<file path="config.mk">
export PLATFORM = sky130hd
export DESIGN_NAME = ts_capture_unit
export DESIGN_NICKNAME = d
export VERILOG_FILES = /design/src/rtl/ts_capture_pkg.sv /design/src/rtl/ts_edge_counters.sv /design/src/rtl/ts_event_capture.sv /design/src/rtl/ts_fifo.sv /design/src/rtl/ts_capture_unit.sv
export SDC_FILE = /design/constraint.sdc
export NUM_CORES = 1
export LEC_CHECK = 0
export ABC_AREA = 1
export BUFFER_PORTS_ARGS = -buffer_cell sky130_fd_sc_hd__buf_4
export CELL_PAD_IN_SITES_DETAIL_PLACEMENT = 0
export CELL_PAD_IN_SITES_GLOBAL_PLACEMENT = 1
export CORE_ASPECT_RATIO = 0.75
export CORE_MARGIN = 5
export CORE_UTILIZATION = 24
export DETAILED_ROUTE_END_ITERATION = 16
export GPL_ROUTABILITY_DRIVEN = 0
export PLACE_DENSITY = 0.51
export SYNTH_ARGS = -nofsm -noshare
export SYNTH_HDL_FRONTEND = slang
export SYNTH_SLANG_ARGS = --single-unit
</file>
<file path="constraint.sdc">
create_clock -name clk_i -period 3 [get_ports clk_i]
set_input_delay 0.3 -clock clk_i [delete_from_list [all_inputs] [get_ports clk_i]]
set_output_delay 0.3 -clock clk_i [all_outputs]
set_load 0.005 [all_outputs]
</file>
<file path="src/rtl/ts_capture_pkg.sv">
package ts_capture_pkg;
  localparam int RISE_W  = 28;
  localparam int FALL_W  = 4;
  localparam int FID_W   = 16;
  localparam int FID_LSB = 5;
  localparam int REG_W   = 32;
  localparam int N_CH    = 2;
  localparam int CH_RX   = 0;
  localparam int CH_TX   = 1;

  typedef struct packed {
    logic [FALL_W-1:0] fall;
    logic [RISE_W-1:0] rise;
  } raw_ts_t;

  typedef struct packed {
    raw_ts_t           ts;
    logic [FID_W-1:0]  fid;
  } tx_entry_t;

  // modulo-2^FALL_W difference of 1 covers both +1 and the wrapped -15
  function automatic logic is_ahead(raw_ts_t t);
    logic [FALL_W-1:0] d;
    d = t.rise[FALL_W-1:0] - t.fall;
    return d == FALL_W'(1);
  endfunction
endpackage

</file>
<file path="src/rtl/ts_edge_counters.sv">
module ts_edge_counters
  import ts_capture_pkg::*;
(
  input  logic              clk_i,
  input  logic              rst_ni,
  output logic [RISE_W-1:0] rise_cnt_o,
  output logic [FALL_W-1:0] fall_cnt_o
);
  always_ff @(posedge clk_i or negedge rst_ni) begin
    if (!rst_ni) rise_cnt_o <= '0;
    else         rise_cnt_o <= rise_cnt_o + RISE_W'(1);
  end

  always_ff @(negedge clk_i or negedge rst_ni) begin
    if (!rst_ni) fall_cnt_o <= '0;
    else         fall_cnt_o <= fall_cnt_o + FALL_W'(1);
  end
endmodule

</file>
<file path="src/rtl/ts_event_capture.sv">
module ts_event_capture
  import ts_capture_pkg::*;
(
  input  logic              clk_i,
  input  logic              rst_ni,
  input  logic              evt_i,
  input  logic [RISE_W-1:0] rise_cnt_i,
  input  logic [FALL_W-1:0] fall_cnt_i,
  output raw_ts_t           ts_o,
  output logic              vld_o
);
  logic              evt_n_q, evt_p_q, hit_q;
  logic              hit;
  logic [FALL_W-1:0] fall_cap_q;
  logic [RISE_W-1:0] rise_cap_q;

  // falling-edge sampler
  always_ff @(negedge clk_i or negedge rst_ni) begin
    if (!rst_ni) begin
      evt_n_q    <= 1'b0;
      fall_cap_q <= '0;
    end else begin
      evt_n_q <= evt_i;
      if (evt_i && !evt_n_q) fall_cap_q <= fall_cnt_i;
    end
  end

  assign hit = evt_i & ~evt_p_q;

  // rising-edge sampler; word assembled one edge later so the falling
  // capture that follows a rising capture is already settled
  always_ff @(posedge clk_i or negedge rst_ni) begin
    if (!rst_ni) begin
      evt_p_q    <= 1'b0;
      hit_q      <= 1'b0;
      rise_cap_q <= '0;
      vld_o      <= 1'b0;
      ts_o       <= '0;
    end else begin
      evt_p_q <= evt_i;
      hit_q   <= hit;
      vld_o   <= hit_q;
      if (hit)   rise_cap_q <= rise_cnt_i;
      if (hit_q) ts_o       <= {fall_cap_q, rise_cap_q};
    end
  end
endmodule

</file>
<file path="src/rtl/ts_fifo.sv">
module ts_fifo #(
  parameter int DEPTH = 4,
  parameter int W     = 48
) (
  input  logic         clk_i,
  input  logic         rst_ni,
  input  logic         push_i,
  input  logic [W-1:0] data_i,
  input  logic         pop_i,
  output logic [W-1:0] data_o,
  output logic         empty_o,
  output logic         full_o,
  output logic         ovf_o
);
  localparam int AW = (DEPTH > 1) ? $clog2(DEPTH) : 1;
  localparam int CW = $clog2(DEPTH + 1);

  logic [W-1:0]  mem [DEPTH];
  logic [AW-1:0] wr_ptr, rd_ptr;
  logic [CW-1:0] cnt;
  logic          pop_ok, push_ok, drop;

  function automatic logic [AW-1:0] nxt(logic [AW-1:0] p);
    return (p == AW'(DEPTH - 1)) ? '0 : p + AW'(1);
  endfunction

  assign empty_o = (cnt == '0);
  assign full_o  = (cnt == CW'(DEPTH));
  assign pop_ok  = pop_i & ~empty_o;
  assign push_ok = push_i & (~full_o | pop_ok);
  assign drop    = push_i & full_o & ~pop_ok;
  assign data_o  = mem[rd_ptr];

  for (genvar g = 0; g < DEPTH; g++) begin : g_slot
    always_ff @(posedge clk_i) begin
      if (push_ok && wr_ptr == AW'(g)) mem[g] <= data_i;
    end
  end

  always_ff @(posedge clk_i or negedge rst_ni) begin
    if (!rst_ni) begin
      wr_ptr <= '0;
      rd_ptr <= '0;
      cnt    <= '0;
      ovf_o  <= 1'b0;
    end else begin
      if (push_ok) wr_ptr <= nxt(wr_ptr);
      if (pop_ok)  rd_ptr <= nxt(rd_ptr);
      case ({push_ok, pop_ok})
        2'b10:   cnt <= cnt + CW'(1);
        2'b01:   cnt <= cnt - CW'(1);
        default: cnt <= cnt;
      endcase
      if (drop) ovf_o <= 1'b1;
    end
  end
endmodule

</file>
<file path="src/rtl/ts_capture_unit.sv">
module ts_capture_unit
  import ts_capture_pkg::*;
#(
  parameter int FIFO_DEPTH = 4
) (
  input  logic             clk_i,
  input  logic             rst_ni,
  input  logic             rx_evt_i,
  input  logic             tx_evt_i,
  input  logic [FID_W-1:0] tx_fid_i,
  output logic [REG_W-1:0] rx_ts_o,
  output logic             rx_vld_o,
  output logic             rx_ahead_o,
  input  logic             ts_pop_i,
  output logic [REG_W-1:0] ts_raw_o,
  output logic [REG_W-1:0] ts_id_o,
  output logic             ts_empty_o,
  output logic             ts_full_o,
  output logic             ts_ovf_o
);
  localparam int ENTRY_W = $bits(tx_entry_t);

  logic [RISE_W-1:0] rise_cnt;
  logic [FALL_W-1:0] fall_cnt;
  logic [N_CH-1:0]   evt_vec;
  logic [N_CH-1:0]   vld_vec;
  raw_ts_t           ts_vec [N_CH];
  tx_entry_t         wr_entry, head;
  logic [ENTRY_W-1:0] head_bits;

  ts_edge_counters u_cnt (
    .clk_i      (clk_i),
    .rst_ni     (rst_ni),
    .rise_cnt_o (rise_cnt),
    .fall_cnt_o (fall_cnt)
  );

  assign evt_vec[CH_RX] = rx_evt_i;
  assign evt_vec[CH_TX] = tx_evt_i;

  for (genvar ch = 0; ch < N_CH; ch++) begin : g_ch
    ts_event_capture u_cap (
      .clk_i      (clk_i),
      .rst_ni     (rst_ni),
      .evt_i      (evt_vec[ch]),
      .rise_cnt_i (rise_cnt),
      .fall_cnt_i (fall_cnt),
      .ts_o       (ts_vec[ch]),
      .vld_o      (vld_vec[ch])
    );
  end

  assign rx_ts_o    = ts_vec[CH_RX];
  assign rx_vld_o   = vld_vec[CH_RX];
  assign rx_ahead_o = vld_vec[CH_RX] & is_ahead(ts_vec[CH_RX]);

  assign wr_entry = '{ts: ts_vec[CH_TX], fid: tx_fid_i};

  ts_fifo #(
    .DEPTH (FIFO_DEPTH),
    .W     (ENTRY_W)
  ) u_fifo (
    .clk_i   (clk_i),
    .rst_ni  (rst_ni),
    .push_i  (vld_vec[CH_TX]),
    .data_i  (wr_entry),
    .pop_i   (ts_pop_i),
    .data_o  (head_bits),
    .empty_o (ts_empty_o),
    .full_o  (ts_full_o),
    .ovf_o   (ts_ovf_o)
  );

  assign head     = tx_entry_t'(head_bits);
  assign ts_raw_o = head.ts;

  always_comb begin
    ts_id_o = '0;
    ts_id_o[FID_LSB +: FID_W] = head.fid;
  end
endmodule

</file>
Word-level counts from Yosys, hierarchy flattened

Memories as Yosys holds them, arrays and structs flattened.
Index checks and enable logic that the tools add are counted.

Bits in registers: 176
Bits of input ports: 21
Memories: 1
RAM bits: 192

Add/sub/neg operators: 7
Equal/unequal tests: 8
Bitwise operators: 13
Reductions and logical operators: 14
Mux-type cells: 20

Memory list:

| name       | words | bits a word | read ports | clocked after Yosys merged registers in | write ports | RTL line      | RTL |
|---|---|---|---|---|---|---|---|
| u_fifo.mem | 4     | 48          | 1          | 0                                       | 1           | ts_fifo.sv:18 | `logic [W-1:0] mem [DEPTH];` |

Operator list:

| kind                                             | number |
|---|---|
| two-way mux 48 bit                               | 3 |
| OR reduction 48 bit                              | 3 |
| adder 28 x 1 -> 28 bit, second input constant    | 1 |
| two-way mux 1 bit                                | 11 |
| two-way mux 2 bit                                | 5 |
| == test 2 bit, second input constant             | 4 |
| bitwise AND 1 bit                                | 7 |
| logical AND 1 bit                                | 6 |
| case mux 3 bit (2 select lines)                  | 1 |
| NOT 1 bit                                        | 5 |
| adder 2 x 1 -> 2 bit, second input constant      | 2 |
| adder 4 x 1 -> 4 bit, second input constant      | 1 |
| == test 2 x 1 -> 1 bit, second input constant    | 2 |
| == test 4 x 1 -> 1 bit, second input constant    | 1 |
| subtractor 4 bit                                 | 1 |
| adder 3 x 1 -> 3 bit, second input constant      | 1 |
| == test 3 bit, second input constant             | 1 |
| logical NOT 3 bit                                | 1 |
| subtractor 3 x 1 -> 3 bit, second input constant | 1 |
| logical NOT 1 bit                                | 2 |
| logical NOT 2 bit                                | 1 |
| nonzero test 2 bit                               | 1 |
| OR 1 bit                                         | 1 |

Longest topological paths before layout

Gate-level depths: netlist of the first run.

Depth after elaboration: 12
Gate-level depth with buffers: 9
Gate-level depth less buffers: 9

By module

From an unflattened synthesis of the first run, not the netlist that was laid out.

Cells, all modules: 1425
Area, all modules: 15308.4 µm²

Modules (own cells, without submodules):

| module           | cells each | instances | area each (µm²) | sequential area each (µm²) |
|---|---|---|---|---|
| ts_fifo          | 624        | 1         | 8012.7          | 5965.7 |
| ts_event_capture | 282        | 2         | 2631.3          | 1701.6 |
| ts_edge_counters | 194        | 1         | 1756.7          | 800.8 |
| ts_capture_unit  | 43         | 1         | 276.5           | 0.0 |

==> results.toml, run 1 <==
[run_status]
outcome = "finished clean"

[worst_setup_path]
endpoint_kind = "flop"
rr_worst_depth = 1
r2r_slack_ns = 0.77
critPathTopFamily = "buffers and inverters"
slowest_delay_ns = 0.52
r2r_start = "g_ch[1].u_cap.fall_cap_q[1]"
critical_path_class = "in -> reg"
critPathBufInv = 3
r2r-end = "g_ch[1].u_cap.ts_o[29]"
arrival_ns = 1.47
cp_slowest_cell = "dlygate4sd3_1"
crit_path_start_kind = "input pin"
crit_required_ns = 1.86
cp_max_fo = 8
path_cells = "dlygate4sd3_1 -> buf_4 -> inv_1 -> or2_2 -> nand2_1 -> o21ai_0"

[routing]
dr.pass1.iters = 5
ant_nets = 0
num_vias = 8593
drtIter0Drc = 535
totalWireLength_mm = 34.7
vias_per_cell = 4.12
drc = 0
post_drt_wl_per_cell_um = 16.6

[global_route]
antenna_found_initial = 0
use_met3 = 0.0222
groute.usage.overall = 0.106
globalRouteOverflowTotal = 0
grt.busiest_layer = "met1"
grt_max_degree = 99
grt_pass1_vias = 8687
grtUsageMet1 = 0.161
grt_pass1_wl_mm = 54.4
grt_use_met2 = 0.155

[synthesis]
syn_inst = 1138
synth_warnings = 0
yosys.area.top_type = "edfxtp_1"
seq_area_frac_synth = 0.707
ys_ff_latch = 368
synth_area_leaders = "edfxtp_1 40%, dfrtp_1 28%, o21ai_0 5.3%"
yosysTopAreaCellShare = 0.401
syn_area_per_cell_um2 = 12.6
yosysUniqueCellTypes = 38
synthArstFlopShare = 0.478
syn-cell-area_um2 = 14400
ys.flop_type = "edfxtp_1"
synth_edf_count = 192

[sta]
finalClockSkew_ns = 0.0154
rsz0062_at_grt = "false"
slew_viol_final = 0
max-slew-margin-rel = 0.328
worstMarginPinSlew_ns = 1.01
setup_viol = 0
hold_violations = 0
hold_slack_ns = 0.0953

[power_and_ir_drop]
power_leakage_nw = 6.98
ir_worst_vdd_uv = 443
powerDensity_nw_per_um2 = 790
finalPower_w = 0.0138

[clocking]
clkTransAtPathRegs_ns = 0.06
ctsHtreeMaxLevel = 2
clock_latency_ns = 0.53
cts_resized = 0
cts_sinks = 368
tritoncts = "yes"
root_buffer = "clkbuf_16"
cts_buffers = 38
post_cts_buffers = 0
clk_path_buf_depth = 3
cts_hold_buf = 19

[floorplan]
chipWidth_um = 293
rows = 77
core_area_um2 = 59200
dieHeight_um = 222
pin_count = 122
fp.dieArea_um2 = 65000
initial_core_util = 0.243

[cells_and_area]
nets = 1301
drive_gt1_frac = 0.215
syn2layout_area_growth_pct = 21.5
final_area_um2 = 17500
insertedDiodeCount = 0
layout_commonest_cell = "edfxtp_1"
mostFrequentLayoutCells = "192 x edfxtp_1, 161 x dfrtp_1, 152 x o21ai_0"
nFillCells = 6095

[hold_path]
holdPathStages = 4
hold_path_class = "in -> reg"
min_from = "ts_pop_i"
min_to = "u_fifo.ovf_o"

[place]
io_buffer_count = 105
place_area_um2 = 16100
dp_hpwl_mm = 22.2

[run]
drv_cap = 0
==> metrics by stage <==
stage	worst slack, ns	std cells	setup TNS (ns)	utilization
after floorplan	-0.256	1153	-49.14	-
after global placement	0.394	1999	0	0.272
after detailed placement	0.378	1999	0	0.272
after CTS	0.401	2086	0	0.295
after global routing	0.298	2086	0	0.295
final	0.389	2086	0	0.295
==> layout make-up <==
cell class | count | area (µm²) | area share
tap | 790 | 988 | 0.0566
clock inverter | 17 | 120 | 0.00688
timing repair buffer | 144 | 1180 | 0.0677
clock buffer | 51 | 1070 | 0.0613
inverter | 66 | 248 | 0.0142
sequential | 368 | 10200 | 0.582
multi-input combinational | 650 | 3690 | 0.211
==> where the power goes <==
part / internal, W / switching (W)
combinational: 0.00133 / 0.00202
clock: 0.00260 / 0.00194
sequential: 0.00574 / 0.000170
==> state kept, by name (all words and copies together) (netlist names) <==
signal                 count
u_fifo.mem               192
g_ch.u_cap.ts_o           64
g_ch.u_cap.rise_cap_q     56
u_cnt.rise_cnt_o          28
g_ch.u_cap.fall_cap_q      8
u_cnt.fall_cnt_o           4
u_fifo.cnt                 3
g_ch.u_cap.evt_n_q         2
g_ch.u_cap.evt_p_q         2
g_ch.u_cap.hit_q           2
g_ch.u_cap.vld_o           2
u_fifo.rd_ptr              2
u_fifo.wr_ptr              2
u_fifo.ovf_o               1
==> cell families after synthesis <==
| logic type | after synthesis | synth area share |
|---|---|---|
| muxes | 61 | 0.0478 |
| buffers and inverters | 135 | 0.0420 |
| AOI/OAI and AO/OA | 219 | 0.0806 |
| adders and majority gates | 12 | 0.0115 |
| xor gates and xnor gates | 22 | 0.0139 |
| DFF | 368 | 0.707 |
| other | 1 | 0.000261 |
| and+or+nand+nor | 320 | 0.0966 |
==> worst max path at each step <==
stage / startpoint / to / slack (ns) / cells past startpoint
finish: rx_evt_i / g_ch[0].u_cap.fall_cap_q[1] / 0.39 / 6
detailed placement: rx_evt_i / g_ch[0].u_cap.fall_cap_q[1] / 0.38 / 5
global route: tx_evt_i / g_ch[1].u_cap.fall_cap_q[2] / 0.30 / 6
floorplan: u_fifo.cnt[0] / u_fifo.mem[0][0] / -0.26 / 6
global placement: rx_evt_i / g_ch[0].u_cap.fall_cap_q[3] / 0.39 / 5
CTS: rx_evt_i / g_ch[0].u_cap.fall_cap_q[1] / 0.40 / 6
==> Yosys cell counts (3+ instances only) <==
library cell / count
o22ai_1: 48
buf_4: 17
a21oi_1: 6
dfrtn_1: 14
nor3_1: 3
xor2_1: 19
nand2_2: 4
nand2_1: 139
nor3_2: 4
edfxtp_1: 192
mux2_2: 59
nor3_4: 3
inv_1: 57
nor2_2: 4
clkbuf_1: 30
o21ai_0: 152
nor2_1: 131
dfrtp_1: 162
buf_2: 21
nand3_1: 21
ha_1: 10
o21ai_1: 12
inv_2: 8
==> per-layer routing <==
layer | up-vias | share of wire
met1 | 4247 | 0.52
li1 | 4163 | -
met2 | 139 | 0.43
met4 | 0 | 0.015
met5 | - | 0
met3 | 44 | 0.042
(Power assumes the default switching activity.)
==> run 2, diff against run 1 <==
--- a/config.mk
+++ b/config.mk
@@ -14,7 +14,9 @@
 export CORE_UTILIZATION = 24
 export DETAILED_ROUTE_END_ITERATION = 16
 export GPL_ROUTABILITY_DRIVEN = 0
-export PLACE_DENSITY = 0.51
+export MAX_ROUTING_LAYER = met4
+export PLACE_DENSITY = 0.52
 export SYNTH_ARGS = -nofsm -noshare
 export SYNTH_HDL_FRONTEND = slang
+export SYNTH_HIERARCHICAL = 1
 export SYNTH_SLANG_ARGS = --single-unit
==> results.toml, run 2 <==
[run_status]
outcome = "finished clean"

[sta]
finalClockSkew_ns = 0.0230
fin_crit_sh = 0.815
max-slew-margin-rel = 0.345
clock.fmax_ghz = 0.409
min_period_ns = 2.44
setup_viol = 0
hold_violations = 0
slew_viol_final = 0
worstMarginPinSlew_ns = 0.982
fin_setup_tns_ns = 0
setup_ws_ns = 0.556
rsz0062_at_grt = "false"

[power_and_ir_drop]
ir_worst_vdd_uv = 394
power_leakage_nw = 7.97
powerDensity_nw_per_um2 = 762

[clocking]
clkTransAtPathRegs_ns = 0.06
root_buffer = "clkbuf_16"
ctsHtreeMaxLevel = 2
clk_path_buf_depth = 3
clock_latency_ns = 0.56
cts_resized = 0
tritoncts = "yes"
cts_sinks = 368
cts_buffers = 40

[synthesis]
synth_area_leaders = "edfxtp_1 38%, dfrtp_1 26%, nand2_1 9.1%"
synth_edf_count = 192
synth.most_common_cell = "nand2_1"
syn_area_per_cell_um2 = 10.7
ys_ff_latch = 368
synthArstFlopShare = 0.478
yosysUniqueCellTypes = 36
yosysTopAreaCellShare = 0.377
ys.flop_type = "edfxtp_1"
synth_warnings = 6
seq_area_frac_synth = 0.664
syn_inst = 1425
syn-cell-area_um2 = 15300
yosys.area.top_type = "edfxtp_1"
synth_common_cells = "372 x nand2_1, 203 x inv_1, 192 x edfxtp_1, 162 x dfrtp_1, 95 x o21ai_0"

[routing]
dr.pass1.iters = 4
met1Wirelength_mm = 18.0
route.met3.wl_mm = 1.46
drtIter0Drc = 456
drc = 0
wl_met2_mm = 14.0
route.top_layer_used = "met4"
post_drt_wl_per_cell_um = 14.0
totalWireLength_mm = 34.0
num_vias = 9483
vias_per_cell = 3.90
ant_nets = 0

[global_route]
grt_pass1_wl_mm = 54.5
grt_pass1_vias = 9458
grt_max_degree = 76
antenna_found_initial = 0
groute.usage.overall = 0.101
globalRouteOverflowTotal = 0

[cells_and_area]
nFillCells = 6571
layout_commonest_cell = "nand2_1"
syn2layout_area_growth_pct = 20.5
final_area_um2 = 18400
insertedDiodeCount = 0
regMostFlops = "u_fifo/mem"
nets = 1573
regArea_um2 = 10200
mostFrequentLayoutCells = "372 x nand2_1, 203 x inv_1, 192 x edfxtp_1"
drive_gt1_frac = 0.146
largest_reg_flops = 192
reg_top3 = "u_fifo/mem (192), g_ch.u_cap/ts_o (64), g_ch.u_cap/rise_cap_q (56)"
multiInputGateArea_um2 = 3940

[floorplan]
dieHeight_um = 229
pin_count = 122
core_area_um2 = 63400
rows = 80
initial_core_util = 0.242
chipWidth_um = 302
fp.dieArea_um2 = 69000

[place]
place_area_um2 = 16900
dp_hpwl_mm = 22.0
io_buffer_count = 105
pre_cts_ws_ns = 0.408

[worst_setup_path]
r2r_slack_ns = 0.75
critPathTopFamily = "flip-flops"
r2r_start = "u_fifo/cnt[0]"
endpoint_kind = "primary output"
path_cells = "buf_12 -> a21oi_1 -> o21ai_1 -> nand2_1 -> buf_4"
cp_slowest_cell = "dfrtp_4"
slowest_delay_ns = 0.75
critPathBufInv = 2
startpoint = "u_fifo/rd_ptr[0]"
crit_path_start_kind = "flop"
rr_worst_depth = 10
crit_required_ns = 2.70
cp_max_fo = 73
critical_path_class = "reg -> out"
arrival_ns = 2.14
r2r-end = "u_fifo/cnt[2]"

[hold_path]
hold_path_class = "in -> reg"
min_to = "g_ch[1].u_cap/evt_p_q"
holdPathStages = 1
min_from = "tx_evt_i"

[run]
drv_cap = 0
run 2: routing by layer:
metal / track usage / up-vias
met3: 0.0216 / 52
met2: 0.143 / 142
met4: 0.0230 / 0
met5: - / -
met1: 0.149 / 4453
li1: - / 4836
run 2: worst max path at each step:
stage	endpoint	slack [ns]	cells past startpoint
finish	ts_raw_o[14]	0.56	5
global placement	g_ch[0].u_cap/fall_cap_q[0]	0.42	4
floorplan	u_fifo/mem[0][0]	-0.19	4
CTS	ts_raw_o[30]	0.49	5
detailed placement	g_ch[0].u_cap/fall_cap_q[0]	0.41	4
global route	ts_raw_o[14]	0.36	5
run 2: cell families after synthesis:
group,share of synthesized area
xor+xnor,0.0123
simple gates,0.150
fa+ha+maj,0.0116
flops,0.664
buf+inv,0.0839
other cells,0.000245
compound gates,0.0773
run 2: what timing repair did:
item / in CTS / in global routing
hold buffers: 18 / 0
hold endpoints to repair: 106 / 0
setup buffers: 0 / 0
run 2: cell type report:
cell class              instances  area share
flip-flops and latches        368       0.552
multi-input cells             786       0.214
clock buffers                  62      0.0642
repair buffers                139      0.0626
well taps                     861      0.0584
inverters                     204      0.0415
clock inverters                12     0.00787
run 2: report_power, final:
part / switching [W] / leakage (nW) / internal [W]
logic: 0.00173 / 3.25 / 0.00131
registers: 0.000335 / 4.07 / 0.00576
clock network: 0.00202 / 0.650 / 0.00291
total: 0.00408 / 7.97 / 0.00997
run 2: metrics by stage:
step | total power [W] | instances | hold slack [ns] | util
after CTS | 0.0144 | 2432 | 0.0367 | 0.291
after detailed placement | 0.00935 | 2340 | 0.319 | 0.267
after floorplan | 0.00785 | 1440 | 0.00441 | -
after global routing | 0.0150 | 2432 | 0.0529 | 0.291
final | 0.0141 | 2432 | 0.0781 | 0.291
after global placement | 0.00931 | 2340 | 0.316 | 0.267
==> run 3, diff against run 2 <==
--- a/config.mk
+++ b/config.mk
@@ -15,7 +15,7 @@
 export DETAILED_ROUTE_END_ITERATION = 16
 export GPL_ROUTABILITY_DRIVEN = 0
 export MAX_ROUTING_LAYER = met4
-export PLACE_DENSITY = 0.52
+export PLACE_DENSITY = 0.51
 export SYNTH_ARGS = -nofsm -noshare
 export SYNTH_HDL_FRONTEND = slang
 export SYNTH_HIERARCHICAL = 1
==> constraint.sdc (replaced) <==
create_clock -name clk_i -period 2.4 [get_ports clk_i]
set_input_delay 0.24 -clock clk_i [delete_from_list [all_inputs] [get_ports clk_i]]
set_output_delay 0.24 -clock clk_i [all_outputs]
set_load 0.005 [all_outputs]
==> results.toml, run 3 (synthesis gave the netlist of run 2 again) <==
[sta]
max-slew-margin-rel = 0.462
clock.fmax_ghz = 0.438
fin_setup_tns_ns = 0
hold_violations = 0
slew_viol_final = 0
worstMarginPinSlew_ns = 0.807
setup_viol = 0
setup_ws_ns = 0.117
fin_crit_sh = 0.951
finalClockSkew_ns = 0.0136
min_period_ns = 2.28
rsz0062_at_grt = "false"
hold_slack_ns = 0.162

[place]
dp_hpwl_mm = 22.6
pre_cts_ws_ns = 0.431
io_buffer_count = 105
dp_cells = 2349

[clocking]
clkTransAtPathRegs_ns = 0.06
tritoncts = "yes"
ctsHtreeMaxLevel = 2
cts_sinks = 368
cts_buffers = 41
clk_path_buf_depth = 3
root_buffer = "clkbuf_16"
clock_latency_ns = 0.54

[routing]
vias_per_cell = 3.91
post_drt_wl_per_cell_um = 14.4
totalWireLength_mm = 35.1
dr.pass1.iters = 4
drc = 0
num_vias = 9549
drtIter0Drc = 398
ant_nets = 0

[worst_setup_path]
critPathBufInv = 2
cp_max_fo = 3
crit_path_start_kind = "flop"
path_cells = "ha_1 -> inv_2 -> fa_1 -> nor2_1 -> nand3_1 -> nor2_2 -> buf_4"
cp_slowest_cell = "dfrtp_1"
critPathTopFamily = "adder cells"
endpoint_kind = "primary output"
slowest_delay_ns = 0.40
crit_required_ns = 2.16
arrival_ns = 2.04
critical_path_class = "reg -> out"

[hold_path]
hold_path_class = "in -> reg"

[power_and_ir_drop]
power_leakage_nw = 8.10
powerDensity_nw_per_um2 = 969
ir_worst_vdd_uv = 537

[cells_and_area]
layout_commonest_cell = "nand2_1"
mostFrequentLayoutCells = "372 x nand2_1, 202 x inv_1, 192 x edfxtp_1"
instances_no_fill = 2445
largest_reg_flops = 192
syn2layout_area_growth_pct = 22.1
nets = 1585
nFillCells = 6556
utilization = 0.295
regMostFlops = "u_fifo/mem"
drive_gt1_frac = 0.156
reg_top3 = "u_fifo/mem (192), g_ch.u_cap/ts_o (64), g_ch.u_cap/rise_cap_q (56)"

[floorplan]
chipWidth_um = 302
initial_core_util = 0.242
core_area_um2 = 63400
pin_count = 122
rows = 80
dieHeight_um = 229
fp.dieArea_um2 = 69000

[run]
drv_cap = 0

[global_route]
grt_pass1_wl_mm = 56.6
antenna_found_initial = 0
grt_pass1_vias = 9634
globalRouteOverflowTotal = 0
grt_max_degree = 148
groute.usage.overall = 0.105

[run_status]
outcome = "finished clean"
run 3: cell count changes in the layout (fill, tap and decap cells not counted), moves of 2 or more:
cell       before  now
buf_6           1    3
clkbuf_1       12    8
buf_4         115  121
clkbuf_16      40   46
buf_12          5    8
run 3: what timing repair did:
action                     CTS  global route
hold buffers                18             0
buffers inserted             0             2
setup endpoints to repair    0            15
hold endpoints to repair    80             0
resized for setup            0             2
run 3: metrics by stage:
step                area [µm²]  power [W]
global placement         17000     0.0117
finish                   18700     0.0181
detailed placement       17000     0.0118
CTS                      18700     0.0185
global route             18700     0.0193
floorplan                15400    0.00981
run 3: routing by layer:
layer,global-route usage,up-vias,routed length (µm)
met4,0.0195,0,495
met1,0.155,4497,17900
li1,-,4865,-
met3,0.0229,46,1740
met5,-,-,0
met2,0.150,141,15000
run 3: layout make-up:
cell class,instances,area (µm²),share of cell area
sequential,368,10200,0.545
multi-input combinational,786,3940,0.211
clock buffer,65,1330,0.0713
timing repair buffer,150,1280,0.0686
tap,861,1080,0.0576
inverter,204,766,0.0410
clock inverter,10,110,0.00589
antenna,1,2.50,0.000134
run 3: where the power goes:
group          leakage [nW]  total, W  switching, W  internal (W)
clock network         0.712   0.00656       0.00253       0.00403
logic                  3.32   0.00403       0.00233       0.00170
registers              4.07   0.00752      0.000327       0.00719
total                  8.10    0.0181       0.00518        0.0129
run 3: worst paths after layout:
kind | from | end | slack (ns) | cells after the start
worst max register to register | u_fifo/cnt[0] | u_fifo/cnt[2] | 0.55 | 10
worst min-delay path | tx_evt_i | g_ch[1].u_cap/evt_p_q | 0.16 | 2
worst min register to register | u_cnt/fall_cnt_o[0] | u_cnt/fall_cnt_o[0] | 0.41 | 1
min in group asynchronous | rst_ni | g_ch[0].u_cap/ts_o[31] | 0.26 | 2
worst max-delay path | g_ch[0].u_cap/ts_o[28] | rx_ahead_o | 0.12 | 7
max in group asynchronous | rst_ni | g_ch[1].u_cap/fall_cap_q[2] | 0.76 | 2
